## src/rtl/evq_pkg.sv

```systemverilog
// Shared types for the circular event queue writer.
// Assumes the entry word is 32 bits with the generation bit on top.
package evq_pkg;
    localparam int ENTRY_W = 32;
    localparam int DATA_W  = ENTRY_W - 1;

    typedef struct packed {
        logic              gen;
        logic [DATA_W-1:0] data;
    } evq_entry_t;
endpackage

```

## src/rtl/evq_cfg.sv

```systemverilog
// Holds the ring size (log2, clamped) and the base address.
// Raises 'restart' in the cycle of a configuration write that changes either.
// Assumes MAX_LOG2 fits in LOG2_IN_W bits.
module evq_cfg #(
    parameter int ADDR_W    = 32,
    parameter int MAX_LOG2  = 14,
    parameter int LOG2_IN_W = 5,
    parameter int RST_LOG2  = 4,
    localparam int LOG2_W   = $clog2(MAX_LOG2 + 1)
) (
    input  logic              clk,
    input  logic              rst_n,
    input  logic              cfg_we,
    input  logic [LOG2_IN_W-1:0] cfg_log2,
    input  logic [ADDR_W-1:0] cfg_base,
    output logic [LOG2_W-1:0] log2_q,
    output logic [ADDR_W-1:0] base_q,
    output logic              restart
);
    logic [LOG2_IN_W-1:0] clamped_in;
    logic [LOG2_W-1:0]    clamped;

    // Limit the requested size to the largest ring the index can address.
    always_comb begin
        clamped_in = (cfg_log2 > LOG2_IN_W'(MAX_LOG2)) ? LOG2_IN_W'(MAX_LOG2) : cfg_log2;
        clamped    = LOG2_W'(clamped_in);
        restart    = cfg_we && ((clamped != log2_q) || (cfg_base != base_q));
    end

    // Configuration registers.
    always_ff @(posedge clk) begin
        if (!rst_n) begin
            log2_q <= LOG2_W'(RST_LOG2);
            base_q <= '0;
        end else if (cfg_we) begin
            log2_q <= clamped;
            base_q <= cfg_base;
        end
    end

    assert_size_bound_R10: assert property (@(posedge clk) disable iff (!rst_n)
        cfg_we |=> (log2_q <= LOG2_W'(MAX_LOG2)));
    assert_base_load_R8: assert property (@(posedge clk) disable iff (!rst_n)
        cfg_we |=> (base_q == $past(cfg_base)));
endmodule

```

## src/rtl/evq_index.sv

```systemverilog
// Slot index and generation bit of the ring.
// Advances one slot per accepted event and wraps at last_idx, inverting the bit.
// Assumes 'restart' and 'advance' are never high together.
module evq_index #(
    parameter int IDX_W = 14
) (
    input  logic             clk,
    input  logic             rst_n,
    input  logic             restart,
    input  logic             advance,
    input  logic [IDX_W-1:0] last_idx,
    output logic [IDX_W-1:0] idx,
    output logic             gen
);
    // Index and generation update.
    always_ff @(posedge clk) begin
        if (!rst_n) begin
            idx <= '0;
            gen <= 1'b1;
        end else if (restart) begin
            idx <= '0;
            gen <= 1'b1;
        end else if (advance) begin
            if (idx == last_idx) begin
                idx <= '0;
                gen <= ~gen;
            end else begin
                idx <= idx + 1'b1;
            end
        end
    end

    assert_wrap_toggle_R5: assert property (@(posedge clk) disable iff (!rst_n)
        (advance && !restart && idx == last_idx) |=> (idx == '0 && gen != $past(gen)));
    assert_step_R4: assert property (@(posedge clk) disable iff (!rst_n)
        (advance && !restart && idx != last_idx) |=> (idx == $past(idx) + 1'b1 && $stable(gen)));
    assert_index_range_R4: assert property (@(posedge clk) disable iff (!rst_n)
        idx <= last_idx);
    assert_restart_R8: assert property (@(posedge clk) disable iff (!rst_n)
        restart |=> (idx == '0 && gen));
endmodule

```

## src/rtl/evq_wr_port.sv

```systemverilog
// Single-entry write request register towards memory.
// Holds address and data until acknowledged, then records the written word.
// Assumes mem_ack is only meaningful while a request is up.
module evq_wr_port #(
    parameter int ADDR_W  = 32,
    parameter int ENTRY_W = 32
) (
    input  logic               clk,
    input  logic               rst_n,
    input  logic               load,
    input  logic [ADDR_W-1:0]  addr_in,
    input  logic [ENTRY_W-1:0] word_in,
    input  logic               mem_ack,
    output logic               mem_valid,
    output logic [ADDR_W-1:0]  mem_addr,
    output logic [ENTRY_W-1:0] mem_wdata,
    output logic [ENTRY_W-1:0] last_word
);
    logic done;
    assign done = mem_valid && mem_ack;

    // Request register: load on accept, drop on acknowledge.
    always_ff @(posedge clk) begin
        if (!rst_n) begin
            mem_valid <= 1'b0;
            mem_addr  <= '0;
            mem_wdata <= '0;
        end else if (load) begin
            mem_valid <= 1'b1;
            mem_addr  <= addr_in;
            mem_wdata <= word_in;
        end else if (done) begin
            mem_valid <= 1'b0;
        end
    end

    // Record of the last word the memory took.
    always_ff @(posedge clk) begin
        if (!rst_n) last_word <= '0;
        else if (done) last_word <= mem_wdata;
    end

    assert_hold_req_R6: assert property (@(posedge clk) disable iff (!rst_n)
        (mem_valid && !mem_ack) |=> (mem_valid && $stable(mem_addr) && $stable(mem_wdata)));
    assert_last_entry_R7: assert property (@(posedge clk) disable iff (!rst_n)
        done |=> (last_word == $past(mem_wdata) && !mem_valid));
    assert_no_overlap_R6: assert property (@(posedge clk) disable iff (!rst_n)
        load |-> !mem_valid);
endmodule

```

## src/rtl/evq_writer.sv

```systemverilog
// Circular event queue writer: appends {generation, data} words to a
// power-of-two ring in memory, one outstanding write at a time.
// Assumes MAX_LOG2 + 2 <= ADDR_W so the byte offset fits the address.
module evq_writer #(
    parameter int ADDR_W    = 32,
    parameter int MAX_LOG2  = 14,
    parameter int LOG2_IN_W = 5,
    parameter int RST_LOG2  = 4
) (
    input  logic                 clk,
    input  logic                 rst_n,
    input  logic                 cfg_we,
    input  logic [LOG2_IN_W-1:0] cfg_log2,
    input  logic [ADDR_W-1:0]    cfg_base,
    input  logic                 evt_valid,
    output logic                 evt_ready,
    input  logic [30:0]          evt_data,
    output logic                 mem_req_valid,
    output logic [ADDR_W-1:0]    mem_req_addr,
    output logic [31:0]          mem_req_wdata,
    input  logic                 mem_req_ack,
    output logic [MAX_LOG2-1:0]  cur_index,
    output logic [MAX_LOG2:0]    max_count,
    output logic                 toggle,
    output logic [31:0]          last_entry
);
    import evq_pkg::*;

    localparam int IDX_W  = MAX_LOG2;
    localparam int LOG2_W = $clog2(MAX_LOG2 + 1);

    logic [LOG2_W-1:0] log2_q;
    logic [ADDR_W-1:0] base_q;
    logic              restart;
    logic              accept;
    logic [IDX_W-1:0]  last_idx;
    logic [ADDR_W-1:0] slot_addr;
    evq_entry_t        entry;

    evq_cfg #(
        .ADDR_W(ADDR_W), .MAX_LOG2(MAX_LOG2),
        .LOG2_IN_W(LOG2_IN_W), .RST_LOG2(RST_LOG2)
    ) cfg_i (
        .clk(clk), .rst_n(rst_n), .cfg_we(cfg_we), .cfg_log2(cfg_log2),
        .cfg_base(cfg_base), .log2_q(log2_q), .base_q(base_q), .restart(restart)
    );

    // Handshake, slot count and the word/address of the next slot.
    always_comb begin
        evt_ready  = !mem_req_valid && !cfg_we;
        accept     = evt_valid && evt_ready;
        max_count  = (IDX_W + 1)'(1) << log2_q;
        last_idx   = IDX_W'(max_count - 1'b1);
        entry.gen  = toggle;
        entry.data = evt_data;
        slot_addr  = base_q + ADDR_W'({cur_index, 2'b00});
    end

    evq_index #(.IDX_W(IDX_W)) index_i (
        .clk(clk), .rst_n(rst_n), .restart(restart), .advance(accept),
        .last_idx(last_idx), .idx(cur_index), .gen(toggle)
    );

    evq_wr_port #(.ADDR_W(ADDR_W), .ENTRY_W(ENTRY_W)) port_i (
        .clk(clk), .rst_n(rst_n), .load(accept), .addr_in(slot_addr),
        .word_in(entry), .mem_ack(mem_req_ack), .mem_valid(mem_req_valid),
        .mem_addr(mem_req_addr), .mem_wdata(mem_req_wdata), .last_word(last_entry)
    );

    assert_gen_bit_R2: assert property (@(posedge clk) disable iff (!rst_n)
        accept |=> (mem_req_wdata[31] == $past(toggle) && mem_req_wdata[30:0] == $past(evt_data)));
    assert_ready_busy_R6: assert property (@(posedge clk) disable iff (!rst_n)
        mem_req_valid |-> !evt_ready);
    assert_cfg_block_R8: assert property (@(posedge clk) disable iff (!rst_n)
        (cfg_we && !mem_req_valid) |=> !mem_req_valid);
endmodule

```

## config.mk

```make
export PLATFORM = sky130hd
export DESIGN_NAME = evq_writer
export DESIGN_NICKNAME = d
export VERILOG_FILES = /design/src/rtl/evq_pkg.sv /design/src/rtl/evq_cfg.sv /design/src/rtl/evq_index.sv /design/src/rtl/evq_wr_port.sv /design/src/rtl/evq_writer.sv
export SDC_FILE = /design/constraint.sdc
export NUM_CORES = 1
export LEC_CHECK = 0
export BUFFER_PORTS_ARGS = -buffer_cell sky130_fd_sc_hd__buf_2
export CAP_MARGIN = 20
export CORE_MARGIN = 2
export CORE_UTILIZATION = 48
export DETAILED_ROUTE_END_ITERATION = 6
export GPL_ROUTABILITY_DRIVEN = 0
export PLACE_DENSITY = 0.77
export SYNTH_ARGS = -nofsm -noshare
export SYNTH_HDL_FRONTEND = slang
export SYNTH_SLANG_ARGS = --single-unit
```

## constraint.sdc

```tcl
create_clock -name clk -period 3 [get_ports clk]
set_input_delay 0.6 -clock clk [delete_from_list [all_inputs] [get_ports clk]]
set_output_delay 0.6 -clock clk [all_outputs]
set_load 0.05 [all_outputs]
```

==> metrics.cfg <==
[setup_path]
cp_slowest_stage_delay_ns=0.46
cpMostUsedCell=nand2b_1
slowest_stage=dfxtp_1
critPathKind=register to register
start_kind=register
cp_num_buf_inv=1
cp_data_required_time_ns=3.31
crit_fanout=13
crit_path_end_kind=register
cp_data_arrival_time_ns=3.04
path_cells=nand2b_1, nand2b_1, ha_2, buf_4, a21oi_1, o31a_1, a221oi_1, a2111oi_2, o2111ai_2, nand2_2, nor2_1
crit_family=compound AO/OA/AOI/OAI gates

[synth]
syn_area_um2=7240
synth-compound-area-share=0.163
synthMuxAreaShare=0.0484
syn_nets=990
synth_most_common_cell=nand2_1
avgSynthCellArea_um2=8.04
synth_flop_cell=dfxtp_1
synth_top_area_cell=dfxtp_1
synthDistinctLibCells=59
netlist_top_cells_count=nand2_1 (177), dfxtp_1 (148), a21oi_1 (103)
yosys_warnings=0
synth-seq-area-share=0.409
ys_seq_elements=148
synth_top_family_by_area=simple AND/OR/NAND/NOR gates
synthArstFlopShare=0
yosys.area_share.xor_xnor=0.0895
synthTopCellsByArea=dfxtp_1 (41%), nand2_1 (9.2%), a21oi_1 (7.1%), xnor2_1 (5.7%), mux2i_1 (4.8%)
synth_simple_gate_area_frac=0.214
synth_top_cell_area_share=0.409
synth_adder_area_share=0.0304
synth_edf_count=0
netlist_instances=900

[cts]
htreeDepth=4
holdBufCountCts=0
cts_sinks=148
path_clk_slew_ns=0.07
clock_path_buffers=2
cts_tree=done
clock_latency_ns=0.43
cts_buffers=17
cts_root_buffer=clkbuf_16

[floorplanning]
die_x_um=127
num_rows=44
core_area_um2=14600
start_util=0.494
die_area_um2=16100
io_pins=201
die_y_um=127

[grt]
grt_use_total=0.254
grt_pass1_vias=6566
overflow=0
grt.met2_usage=0.417
top_usage_layer=met2
grt_max_degree=95
grt_use_met1=0.322
grt_pass1_wl_um=32700
gr-usage-met3=0.0569
antenna_found_initial=2

[routing]
drc_errors=0
avgViaCountPerCell=5.44
vias=6953
drtAntennaViolNets=0
routedWlPerCell_um=16.4
drt-pass1-iter-count=5
wl_um=21000
drt-initial-drc-count=519

[timing]
tightest_slew_ns=0.634
period_share=0.908
max_freq_mhz=367
clock_skew_ns=0.0105
period_needed_ns=2.72
holdWs_ns=0.402
finalHoldViolations=0
rsz0062_at_grt=no
setup_violations=0
slew_headroom=0.577
finalMaxSlewViolations=0
tns_ns=0

[pwr]
ir_drop_v=0.000418
p_leak_nw=3.92
finalPower_mw=4.87
pwr_density_cell_nw_per_um2=540

[min_path]
worst_hold_path_type=input port to register

[run]
maxCapViolCount=0

[final_layout]
syn2layout_area_growth_pct=24.6
multi_input_area_um2=3980
regArea_um2=2960
fin_area_um2=9020
final_cells=1277
drive_gt1_frac=0.248
nFillCells=1287
fin_nets=1169

[placement]
io_buffers=200
dp_hpwl_um=14800
placed_area_um2=8440
place_inst=1244

[status]
status=complete, no violations

[path summary, 6_finish.rpt]
check                                                        from                                 to  slack (ns)  depth (start not counted)
worst min-delay path                                 evt_data[18]  port_i.mem_wdata[18]$_SDFFE_PN0P_        0.40                          3
worst min register to register  port_i.last_word[27]$_SDFFE_PN0P_  port_i.last_word[27]$_SDFFE_PN0P_        0.45                          2
worst max-delay path                 cfg_i.log2_q[0]$_SDFFE_PN0P_        index_i.idx[5]$_SDFFE_PP0P_        0.28                         11
worst max register to register       cfg_i.log2_q[0]$_SDFFE_PN0P_        index_i.idx[5]$_SDFFE_PP0P_        0.28                         11
[report_power, final]
group          total (mW)  leakage [nW]  switching [mW]  internal (mW)
registers            2.11          1.21          0.0697           2.04
logic               0.671          2.44           0.460          0.211
clock network        2.09         0.270           0.891           1.20
total                4.87          3.92            1.42           3.45
[flip-flops by register name, summed over array words and instances, names as in the netlist]
| signal | count |
|---|---|
| port_i.mem_wdata | 32 |
| port_i.mem_addr | 32 |
| cfg_i.base_q | 32 |
| port_i.last_word | 32 |
| cfg_i.log2_q | 4 |
| index_i.gen | 1 |
| port_i.mem_valid | 1 |
| index_i.idx | 14 |
[per-layer routing]
metal | vias up | share of wire
met5 | - | 0.00081
met4 | 2 | 0.022
met3 | 39 | 0.063
met2 | 237 | 0.47
met1 | 3229 | 0.44
li1 | 3446 | -
[worst min-delay path: cells and delay by family]
family | cells | cell delay [ns]
AO/OA/AOI/OAI | 1 | 0.05
buffers and inverters | 1 | 0.09
AND/OR/NAND/NOR | 1 | 0.04
[placed cells by master (no fill, tap or decap), drive strengths merged, types with 9 or more instances in the layout]
| master | instances |
|---|---|
| clkbuf | 20 |
| a21oi | 103 |
| inv | 21 |
| xnor2 | 47 |
| nand2b | 9 |
| o21ai | 36 |
| buf | 223 |
| nor3 | 12 |
| nor2 | 72 |
| dfxtp | 148 |
| nand4 | 17 |
| xor2 | 27 |
| ha | 16 |
| nand2 | 178 |
| mux2i | 35 |
| nand3 | 22 |
| a211oi | 10 |
[through the flow]
stage                      util  setup slack (ns)
after floorplan               -           -0.0638
after global placement    0.576             0.363
after detailed placement  0.576             0.226
after CTS                 0.616             0.200
after global routing      0.616            0.0348
final                     0.616             0.275
[final cells by class]
type	instances	share of cell area
clock inverter	12	0.0135
inverter	18	0.00763
multi-input combinational	671	0.441
sequential	148	0.329
tap	184	0.0255
antenna	1	0.000278
timing repair buffer	223	0.133
clock buffer	20	0.0506
[repair_timing]
item                                   CTS  global route
resized for setup                        0             1
endpoints found under the hold margin    0             0
setup endpoints to repair                0             2
setup buffers                            0             0
[cells by family after synthesis]
logic type,after synthesis
compound gates,194
xor+xnor,74
fa+ha+maj,17
buf+inv,81
flops,148
mux,35
simple gates,351
(Power assumes the default switching activity.)
